File: src/rtl/kse_pkg.sv
package kse_pkg;
  typedef enum logic [1:0] {
    ST_SCAN  = 2'd0,
    ST_PRESS = 2'd1,
    ST_HELD  = 2'd2,
    ST_REL   = 2'd3
  } kse_state_e;
endpackage

File: src/rtl/kse_col_scan.sv
module kse_col_scan #(
  parameter int NUM_COLS = 4,
  localparam int COL_W = (NUM_COLS > 1) ? $clog2(NUM_COLS) : 1
) (
  input  logic                clk_i,
  input  logic                rst_ni,
  input  logic                tick_i,
  input  logic                freeze_i,
  output logic [COL_W-1:0]    col_idx_o,
  output logic [NUM_COLS-1:0] col_no
);
  logic [COL_W-1:0] col_q;

  always_ff @(posedge clk_i or negedge rst_ni) begin
    if (!rst_ni) begin
      col_q <= '0;
    end else if (tick_i && !freeze_i) begin
      if (col_q == COL_W'(NUM_COLS - 1)) col_q <= '0;
      else                                col_q <= col_q + 1'b1;
    end
  end

  for (genvar c = 0; c < NUM_COLS; c++) begin : g_dec
    assign col_no[c] = (col_q != COL_W'(c));
  end

  assign col_idx_o = col_q;

  AST_NO_TICK_HOLD: assert property (@(posedge clk_i) disable iff (!rst_ni)
    !tick_i |=> $stable(col_q));
  AST_FREEZE_HOLD: assert property (@(posedge clk_i) disable iff (!rst_ni)
    freeze_i |=> $stable(col_q));
endmodule

File: src/rtl/kse_row_pick.sv
module kse_row_pick #(
  parameter int NUM_ROWS = 5,
  localparam int ROW_W = (NUM_ROWS > 1) ? $clog2(NUM_ROWS) : 1
) (
  input  logic [NUM_ROWS-1:0] row_ni,
  output logic                any_low_o,
  output logic [ROW_W-1:0]    row_idx_o
);
  // descending walk: lowest low row is written last and wins
  always_comb begin
    any_low_o = ~&row_ni;
    row_idx_o = '0;
    for (int r = NUM_ROWS - 1; r >= 0; r--) begin
      if (!row_ni[r]) row_idx_o = ROW_W'(r);
    end
  end
endmodule

File: src/rtl/kse_debounce.sv
module kse_debounce
  import kse_pkg::*;
#(
  parameter int DEBOUNCE_TICKS = 4,
  localparam int CNT_W = $clog2(DEBOUNCE_TICKS + 1)
) (
  input  logic       clk_i,
  input  logic       rst_ni,
  input  logic       tick_i,
  input  logic       start_i,
  input  logic       lock_low_i,
  output kse_state_e state_o,
  output logic       load_o,
  output logic       dav_o
);
  kse_state_e       state_q;
  logic [CNT_W-1:0] cnt_q;
  logic             dav_q;
  logic             cnt_done;

  assign cnt_done = (cnt_q == CNT_W'(DEBOUNCE_TICKS - 1));

  always_ff @(posedge clk_i or negedge rst_ni) begin
    if (!rst_ni) begin
      state_q <= ST_SCAN;
      cnt_q   <= '0;
      dav_q   <= 1'b0;
    end else if (tick_i) begin
      unique case (state_q)
        ST_SCAN: if (start_i) begin
          state_q <= ST_PRESS;
          cnt_q   <= '0;
        end
        ST_PRESS: begin
          if (!lock_low_i) begin
            state_q <= ST_SCAN;
            cnt_q   <= '0;
          end else if (cnt_done) begin
            state_q <= ST_HELD;
            cnt_q   <= '0;
            dav_q   <= 1'b1;
          end else begin
            cnt_q <= cnt_q + 1'b1;
          end
        end
        ST_HELD: if (!lock_low_i) begin
          state_q <= ST_REL;
          cnt_q   <= '0;
          dav_q   <= 1'b0;
        end
        ST_REL: begin
          if (lock_low_i) begin
            cnt_q <= '0; // release bounce restarts the window
          end else if (cnt_done) begin
            state_q <= ST_SCAN;
            cnt_q   <= '0;
          end else begin
            cnt_q <= cnt_q + 1'b1;
          end
        end
        default: state_q <= ST_SCAN;
      endcase
    end
  end

  assign load_o  = tick_i && (state_q == ST_PRESS) && lock_low_i && cnt_done;
  assign state_o = state_q;
  assign dav_o   = dav_q;

  AST_DAV_RISE_ON_TICK: assert property (@(posedge clk_i) disable iff (!rst_ni)
    $rose(dav_q) |-> $past(tick_i && lock_low_i));
  AST_DAV_FALL_ON_RELEASE: assert property (@(posedge clk_i) disable iff (!rst_ni)
    $fell(dav_q) |-> $past(tick_i && !lock_low_i));
endmodule

File: src/rtl/key_scan_encoder.sv
module key_scan_encoder
  import kse_pkg::*;
#(
  parameter int NUM_ROWS       = 5,
  parameter int NUM_COLS       = 4,
  parameter int DEBOUNCE_TICKS = 4,
  localparam int ROW_W  = (NUM_ROWS > 1) ? $clog2(NUM_ROWS) : 1,
  localparam int COL_W  = (NUM_COLS > 1) ? $clog2(NUM_COLS) : 1,
  localparam int CODE_W = ROW_W + COL_W
) (
  input  logic                clk_i,
  input  logic                rst_ni,
  input  logic                scan_tick_i,
  input  logic [NUM_ROWS-1:0] row_ni,
  output logic [NUM_COLS-1:0] col_no,
  input  logic                oe_ni,
  output logic [CODE_W-1:0]   code_o,
  output logic                code_valid_o,
  output logic                dav_o
);
  kse_state_e        state;
  logic              any_low;
  logic [ROW_W-1:0]  row_idx;
  logic [COL_W-1:0]  col_idx;
  logic [ROW_W-1:0]  lock_row_q;
  logic [CODE_W-1:0] code_q;
  logic              lock_low;
  logic              load;
  logic              detect;
  logic              freeze;

  assign detect   = scan_tick_i && (state == ST_SCAN) && any_low;
  assign freeze   = (state != ST_SCAN) || any_low;
  assign lock_low = !row_ni[lock_row_q];

  kse_row_pick #(.NUM_ROWS(NUM_ROWS)) i_row_pick (
    .row_ni    (row_ni),
    .any_low_o (any_low),
    .row_idx_o (row_idx)
  );

  kse_col_scan #(.NUM_COLS(NUM_COLS)) i_col_scan (
    .clk_i     (clk_i),
    .rst_ni    (rst_ni),
    .tick_i    (scan_tick_i),
    .freeze_i  (freeze),
    .col_idx_o (col_idx),
    .col_no    (col_no)
  );

  kse_debounce #(.DEBOUNCE_TICKS(DEBOUNCE_TICKS)) i_debounce (
    .clk_i      (clk_i),
    .rst_ni     (rst_ni),
    .tick_i     (scan_tick_i),
    .start_i    (any_low),
    .lock_low_i (lock_low),
    .state_o    (state),
    .load_o     (load),
    .dav_o      (dav_o)
  );

  always_ff @(posedge clk_i or negedge rst_ni) begin
    if (!rst_ni) begin
      lock_row_q <= '0;
      code_q     <= '0;
    end else begin
      if (detect) lock_row_q <= row_idx;
      if (load)   code_q     <= {lock_row_q, col_idx};
    end
  end

  assign code_o       = oe_ni ? '0 : code_q;
  assign code_valid_o = !oe_ni;

  AST_CODE_ONLY_ON_ACCEPT: assert property (@(posedge clk_i) disable iff (!rst_ni)
    !$stable(code_q) |-> $past(load));
  AST_HELD_LOCKOUT: assert property (@(posedge clk_i) disable iff (!rst_ni)
    (state == ST_HELD) |=> $stable(code_q) && $stable(col_no));
endmodule

File: config.mk
export PLATFORM = sky130hd
export DESIGN_NAME = key_scan_encoder
export DESIGN_NICKNAME = d
export VERILOG_FILES = /design/src/rtl/kse_pkg.sv /design/src/rtl/kse_col_scan.sv /design/src/rtl/kse_row_pick.sv /design/src/rtl/kse_debounce.sv /design/src/rtl/key_scan_encoder.sv
export SDC_FILE = /design/constraint.sdc
export NUM_CORES = 1
export LEC_CHECK = 0
export BUFFER_PORTS_ARGS = -buffer_cell sky130_fd_sc_hd__buf_4
export CELL_PAD_IN_SITES_DETAIL_PLACEMENT = 1
export CELL_PAD_IN_SITES_GLOBAL_PLACEMENT = 1
export CORE_ASPECT_RATIO = 0.6
export CORE_MARGIN = 1.5
export CORE_UTILIZATION = 43
export DETAILED_ROUTE_END_ITERATION = 12
export PLACE_DENSITY = 0.89
export SYNTH_ARGS = -nofsm -noshare
export SYNTH_HDL_FRONTEND = slang
export SYNTH_SLANG_ARGS = --single-unit
File: constraint.sdc
create_clock -name clk_i -period 3.6 [get_ports clk_i]
set_clock_uncertainty 0.05 [all_clocks]
set_input_delay 0.9 -clock clk_i [delete_from_list [all_inputs] [get_ports clk_i]]
set_output_delay 0.9 -clock clk_i [all_outputs]
set_load 0.01 [all_outputs]
==> results.md, run 1 <==
* most used cells in the layout excluding fill and tap cells: 19 x sky130_fd_sc_hd__buf_4, 16 x sky130_fd_sc_hd__dfrtp_1, 11 x sky130_fd_sc_hd__inv_1, 9 x sky130_fd_sc_hd__nand2_1, 6 x sky130_fd_sc_hd__nor2b_1
* number of post-CTS setup repair buffers: 0
* register bit total from synthesis: 16
* Final Max Slew Viols: 0
* standby leakage power: 0.571 nW
* final wirelength: 2550 um
* Worst Hold Margin: 0.453 ns
* Synth Cell Area: 956 sq um
* endpoint of the lowest-slack register-to-register path: code_q[2]
* Die X-Extent: 63.9 um
* detailed placement HPWL: 1940 um
* Final setup violation count: 0
* category of the critical setup timing path: in -> reg
* vias after detailed routing: 789
* result of the run: finished, final reports clean
* first-iteration detailed-routing DRC count: 34
* IO Count: 20
* data required time of the worst path: 3.68 ns
* area fraction of the dominant cell type after synthesis: 0.419
* fmax: 0.433 GHz
* # diodes: 0
* root buffer selected by CTS: sky130_fd_sc_hd__clkbuf_8
* initial cell density of the core: 0.486
* clock period minus worst slack: 2.31 ns
* pin count of the biggest net entering global routing: 17
* Register-to-Register Path Depth: 4
* Vert. Die Dim: 39.5 um
* initial antenna violation count: 0
* MaxCap Viol Count: 0
* class of the tightest hold or removal check: in -> async
* total DRC errors in the routed layout: 0
* wire length of the first global-routing pass: 4080 um
* Initial DRT Pass Iterations: 4
* Crit Reg-Reg Startpoint: lock_row_q[0]
* share of layout cells above drive strength 1: 0.256
* largest area contributor in the netlist: sky130_fd_sc_hd__dfrtp_1
* maximum clock insertion buffer count: 2
* global route overflow: 0
* critical path arrival: 2.40 ns
* Resized cells post-CTS: 0
* via density per instance: 5.44
* Post-Syn Nets: 111
* sequential element share of the synthesized area: 0.419
* synthesized instance count: 97
* Synth Area per Inst: 9.85 sq um
* worst slew slack as a fraction of its limit: 0.601
* areal power density over the cells: 654 mW/mm^2
* category of the worst setup path capture point: flop
* cell row count: 12
* hold-fix buffer count after cts: 0
* Core Area: 0.00197 sq mm
* routed length per placed instance: 17.6 um
* Total Negative Setup Slacks: 0 ns
* worst-skew pair later-pin latency: 0.25 ns
* RSZ-0062 raised after global routing: false
* final-report hold violation count: 0
* post-route ant nets: 0
* final clock period utilization by the worst path: 0.642
* area enclosed by the die boundary: 0.00252 sq mm
* Area Overhead vs Synth: 21.6%
* TritonCTS clock tree: done
* maximum vdd drop: 238 uV
* clock-pin slew on the worst setup and hold paths: 0.06 ns
* Core Util, Final: 0.591
* ranking of synthesized cells by area: sky130_fd_sc_hd__dfrtp_1 42%, sky130_fd_sc_hd__ha_1 6.5%, sky130_fd_sc_hd__mux2_4 4.7%
* clock buffers created by TritonCTS: 3
* kind of start point of the critical path: input port
* count of cell types in the netlist: 38
* warnings from Yosys: 0
* via count of the first global-routing pass: 834
* # clock sinks: 16
* global placement routability congestion: 0.817
* critical-path maximum fanout: 7
* # nets final: 132
* global routing usage summed across all routing layers: 0.228
* slack of the worst reg-to-reg path: 1.51 ns
* H-Tree Level Count: 1
* commonest non-fill, non-tap cell in the layout: sky130_fd_sc_hd__buf_4
* Buffers on Ports: 19
* Least-Margin Pin Slew: 0.598 ns
## cell type report
| cell class | instances | area [sq um] |
|---|---|---|
| Inverter | 11 | 41.3 |
| Clock buffer | 4 | 55.1 |
| Tap cell | 28 | 35.0 |
| Timing Repair Buffer | 19 | 143 |
| Multi-Input combinational cell | 67 | 488 |
| Sequential cell | 16 | 400 |
| Fill cell | 230 | 805 |
## registers in the layout, summed over array words and instances, names as in the netlist, named ones only
| name | count |
|---|---|
| lock_row_q | 3 |
| i_col_scan.col_idx_o | 2 |
| i_debounce.dav_o | 1 |
| i_debounce.state_o | 1 |
| code_q | 5 |
| i_debounce.cnt_q | 3 |
## worst max-delay path, cell delays in order
cell and delay, ns:
sky130_fd_sc_hd__buf_4 0.12, sky130_fd_sc_hd__mux2i_1 0.19, sky130_fd_sc_hd__o32ai_1 0.18, sky130_fd_sc_hd__or4_1 0.66, sky130_fd_sc_hd__mux2_4 0.35
## worst max-delay path by stage
stage / startpoint / endpoint / slack, ns
finish: row_ni[3] / code_q[2] / 1.29
floorplan: row_ni[3] / code_q[2] / 1.37
global route: scan_tick_i / i_debounce.state_o[0] / 1.22
global placement: row_ni[3] / code_q[4] / 1.12
detailed placement: row_ni[3] / code_q[2] / 1.06
CTS: row_ni[3] / code_q[2] / 1.30
## metrics by stage
| stage | total power, W | instance area (sq um) | std cells | worst slack, ns |
|---|---|---|---|---|
| after detailed placement | 0.000590 | 1110 | 141 | 1.06 |
| after floorplan | 0.000486 | 956 | 97 | 1.37 |
| after global placement | 0.000561 | 1110 | 141 | 1.12 |
| after CTS | 0.000761 | 1160 | 145 | 1.30 |
| final | 0.000760 | 1160 | 145 | 1.29 |
| after global routing | 0.000801 | 1160 | 145 | 1.22 |
## synth_stat cells
master / instances
sky130_fd_sc_hd__a22o_1: 1
sky130_fd_sc_hd__nor2b_1: 6
sky130_fd_sc_hd__or2b_1: 1
sky130_fd_sc_hd__a31o_2: 1
sky130_fd_sc_hd__clkbuf_1: 1
sky130_fd_sc_hd__nand2b_1: 1
sky130_fd_sc_hd__inv_1: 11
sky130_fd_sc_hd__o32ai_1: 1
sky130_fd_sc_hd__a32o_1: 1
sky130_fd_sc_hd__nor4_1: 1
sky130_fd_sc_hd__and3_1: 1
sky130_fd_sc_hd__and2_1: 1
sky130_fd_sc_hd__a41oi_1: 1
sky130_fd_sc_hd__a31oi_1: 1
sky130_fd_sc_hd__mux2i_1: 2
sky130_fd_sc_hd__a21o_1: 1
sky130_fd_sc_hd__or4_1: 2
sky130_fd_sc_hd__and2b_1: 1
sky130_fd_sc_hd__nor4b_1: 1
sky130_fd_sc_hd__o211ai_1: 1
sky130_fd_sc_hd__nor2_2: 1
sky130_fd_sc_hd__nand2_1: 9
sky130_fd_sc_hd__nand3_1: 3
sky130_fd_sc_hd__buf_6: 2
sky130_fd_sc_hd__nand4_1: 1
sky130_fd_sc_hd__nor2_1: 1
sky130_fd_sc_hd__ha_1: 5
sky130_fd_sc_hd__a21oi_1: 3
sky130_fd_sc_hd__a221o_1: 1
sky130_fd_sc_hd__o21ai_0: 5
sky130_fd_sc_hd__mux2_4: 3
sky130_fd_sc_hd__o311ai_1: 1
sky130_fd_sc_hd__nor3_1: 3
sky130_fd_sc_hd__nand3b_1: 1
sky130_fd_sc_hd__dfrtp_1: 16
sky130_fd_sc_hd__xor2_1: 1
sky130_fd_sc_hd__nor3b_1: 2
sky130_fd_sc_hd__mux2_2: 2
## cell families (layout without fill, tap and decap cells)
logic type | after synthesis | in the layout | synth area share
XOR/XNOR | 1 | 1 | 0.00916
buffers and inverters | 14 | 34 | 0.0707
multiplexers | 7 | 7 | 0.0916
adder cells (fa/ha/maj) | 5 | 5 | 0.0654
flip-flops | 16 | 16 | 0.419
AO/OA/AOI/OAI | 18 | 18 | 0.131
AND/OR/NAND/NOR | 36 | 36 | 0.213
## routing by layer
layer / global-route usage / part of all wire / wire, um
met3: 0.0546 / 0.048 / 123
met5: 0 / 0 / 0
met2: 0.427 / 0.48 / 1210
met4: 0.0652 / 0.0090 / 23
met1: 0.269 / 0.47 / 1190
## power by group
| group | internal [W] | total [W] | switching (W) |
|---|---|---|---|
| clock | 0.0000970 | 0.000157 | 0.0000605 |
| combinational | 0.000138 | 0.000291 | 0.000153 |
| sequential | 0.000235 | 0.000311 | 0.0000765 |
| total | 0.000470 | 0.000760 | 0.000290 |
Power figures use the tool's default switching activity.
==> inputs of run 2 (changes only) <==
--- a/config.mk
+++ b/config.mk
@@ -10,9 +10,9 @@
 export CELL_PAD_IN_SITES_GLOBAL_PLACEMENT = 1
 export CORE_ASPECT_RATIO = 0.6
 export CORE_MARGIN = 1.5
-export CORE_UTILIZATION = 43
+export CORE_UTILIZATION = 36
 export DETAILED_ROUTE_END_ITERATION = 12
-export PLACE_DENSITY = 0.89
+export PLACE_DENSITY = 0.8
 export SYNTH_ARGS = -nofsm -noshare
 export SYNTH_HDL_FRONTEND = slang
 export SYNTH_SLANG_ARGS = --single-unit
==> constraint.sdc (replaced) <==
create_clock -name clk_i -period 1.9 [get_ports clk_i]
set_clock_uncertainty 0.05 [all_clocks]
set_input_delay 0.475 -clock clk_i [delete_from_list [all_inputs] [get_ports clk_i]]
set_output_delay 0.475 -clock clk_i [all_outputs]
set_load 0.01 [all_outputs]
==> results.md, run 2 (synthesis results as in run 1) <==
* share of power burned in combinational logic: 0.442, +0.059
* TritonCTS clock tree: done
* maximum clock insertion buffer count: 2, unchanged
* # diodes: 0, unchanged
* max reg flops: 5, unchanged
* clock-pin slew on the worst setup and hold paths: 0.06 ns, about the same
* areal power density over the cells: 1220 mW/mm^2, +87%
* global route overflow: 0, unchanged
* class of the tightest hold or removal check: in -> async
* # nets final: 141, +6.8%
* clock buffers created by TritonCTS: 3, unchanged
* switching part of the total: 0.376, -0.00536
* registers with the most flip-flops: code_q (5), i_debounce.cnt_q (3), lock_row_q (3)
* IO Count: 20, unchanged
* commonest non-fill, non-tap cell in the layout: sky130_fd_sc_hd__buf_4
* post-route ant nets: 0, unchanged
* number of cells in the finished layout apart from fillers: 158, +9.0%
* cell total after placement: 154, +9.2%
* hold-fix buffer count after cts: 0, unchanged
* cell-internal power: 0.000962 W, +100%
* initial cell density of the core: 0.382, -0.104
* standby leakage power: 0.624 nW, +9.3%
* share of layout cells above drive strength 1: 0.341, +0.0849
* detailed placement HPWL: 1890 um, -2.6%
* net switching power: 0.000581 W, +100%
* Area Overhead vs Synth: 32.2%
* number of post-CTS setup repair buffers: 0, unchanged
* initial antenna violation count: 0, unchanged
* cell family contributing the most delay on the critical path: simple AND/OR/NAND/NOR gates
* clock period minus worst slack: 1.84 ns
* wire length of the first global-routing pass: 4130 um, +1.2%
* via count of the first global-routing pass: 899, +7.8%
* worst-skew pair later-pin latency: 0.25 ns, about the same
* global placement routability congestion: 0.798, -2.4%
* Worst Hold Margin: 0.0217 ns, -0.431 ns
* result of the run: finished, final reports clean
* Final Max Slew Viols: 0, unchanged
* Final setup violation count: 0, unchanged
* global routing usage summed across all routing layers: 0.181, -0.0475
* via density per instance: 5.28, -3.0%
* data required time of the worst path: 1.99 ns, -1.69 ns
* category of the critical setup timing path: reg -> reg
* maximum vdd drop: 478 uV, +100%
* final critical-path setup slack: 0.0568 ns, -1.23 ns
* worst setup slack after placement: -0.142 ns, -1.20 ns
* fmax: 0.543 GHz
* # clock sinks: 16, unchanged
* total DRC errors in the routed layout: 0, unchanged
* final clock period utilization by the worst path: 0.970
* Initial DRT Pass Iterations: 4, unchanged
* critical path arrival: 1.93 ns, -0.47 ns
* largest register by flop count: code_q
* cell row count: 14, +2
* cell with the largest stage delay on the worst path: sky130_fd_sc_hd__or4_4
* first-iteration detailed-routing DRC count: 26, -24%
* relative contribution of the clock network to total power: 0.193, -0.014
* routed length per placed instance: 16.2 um, -7.6%
* kind of start point of the critical path: flop
* worst path buffer plus inverter count: 0, -1
* critical-path maximum fanout: 4, -3
* cells along the critical path: mux2i_1 > nor3_1 > or4_4 > mux2_4
* RSZ-0062 raised after global routing: true
* final-report hold violation count: 0, unchanged
* Resized cells post-CTS: 1, +1
* Core Area: 0.00250 sq mm, +27%
* final wirelength: 2570 um, +0.71%
* maximum single-stage delay on the critical path: 0.58 ns, -0.08 ns
* Buffers on Ports: 19, unchanged
* Core Util, Final: 0.504, -0.0865
* root buffer selected by CTS: sky130_fd_sc_hd__clkbuf_8
* MaxCap Viol Count: 0, unchanged
* vias after detailed routing: 834, +5.7%
* Die X-Extent: 69.5 um, +8.9%
* H-Tree Level Count: 1, unchanged
* pin count of the biggest net entering global routing: 17, unchanged
* Vert. Die Dim: 42.9 um, +8.6%
* category of the worst setup path capture point: flop
* Least-Margin Pin Slew: 0.391 ns, -0.207 ns
* area enclosed by the die boundary: 0.00298 sq mm, +18%
* most used cells in the layout excluding fill and tap cells: 28 x sky130_fd_sc_hd__buf_4, 16 x sky130_fd_sc_hd__dfrtp_1, 11 x sky130_fd_sc_hd__inv_1, 9 x sky130_fd_sc_hd__nand2_1, 6 x sky130_fd_sc_hd__nor2b_1
* part of the total power dissipated in sequential elements: 0.365, -0.045
* worst slew slack as a fraction of its limit: 0.736, +0.136
## run 2: final cells by class
class	count	area, sq um
Fill cell	295	1240
Multi-Input combinational cell	67	517
Sequential cell	16	400
Timing Repair Buffer	28	210
Clock buffer	4	55.1
Inverter	11	41.3
Tap cell	32	40.0
## run 2: per-stage QoR
step | setup TNS (ns) | area (sq um) | total power, W
after global routing | -0.0721 | 1260 | 0.00164
final | 0 | 1260 | 0.00154
after floorplan | 0 | 956 | 0.000921
after global placement | -0.267 | 1180 | 0.00113
after CTS | 0 | 1240 | 0.00151
after detailed placement | -0.747 | 1180 | 0.00119
## run 2: final timing paths
kind	start	endpoint	slack, ns	cells after the start
setup reg to reg	lock_row_q[0]	code_q[2]	0.06	4
min in group clk_i	code_q[1]	code_q[1]	0.44	2
hold / removal	rst_ni	i_debounce.dav_o	0.02	1
hold reg to reg	code_q[1]	code_q[1]	0.44	2
setup / recovery	lock_row_q[0]	code_q[2]	0.06	4
max in group asynchronous	rst_ni	i_debounce.cnt_q[0]	1.59	1
## run 2: layer usage
layer,vias up,track usage,share of wire
met5,-,0,0
met4,0,0.0431,0
met3,0,0.0523,0.036
met2,17,0.323,0.51
met1,420,0.218,0.45
li1,397,-,-
## run 2: worst reg2reg max path, delay by kind of cell, from the launching register on
kind | cells | cell delay, ns
flops | 1 | 0.40
mux | 2 | 0.59
simple gates | 2 | 0.70
## run 2: power groups by stage
stage	Combinational (W)	Sequential (W)	Clock, W
floorplan	0.000402	0.000519	0
global placement	0.000580	0.000550	0
detailed placement	0.000629	0.000562	0
CTS	0.000638	0.000561	0.000309
global route	0.000736	0.000585	0.000323
finish	0.000682	0.000563	0.000298
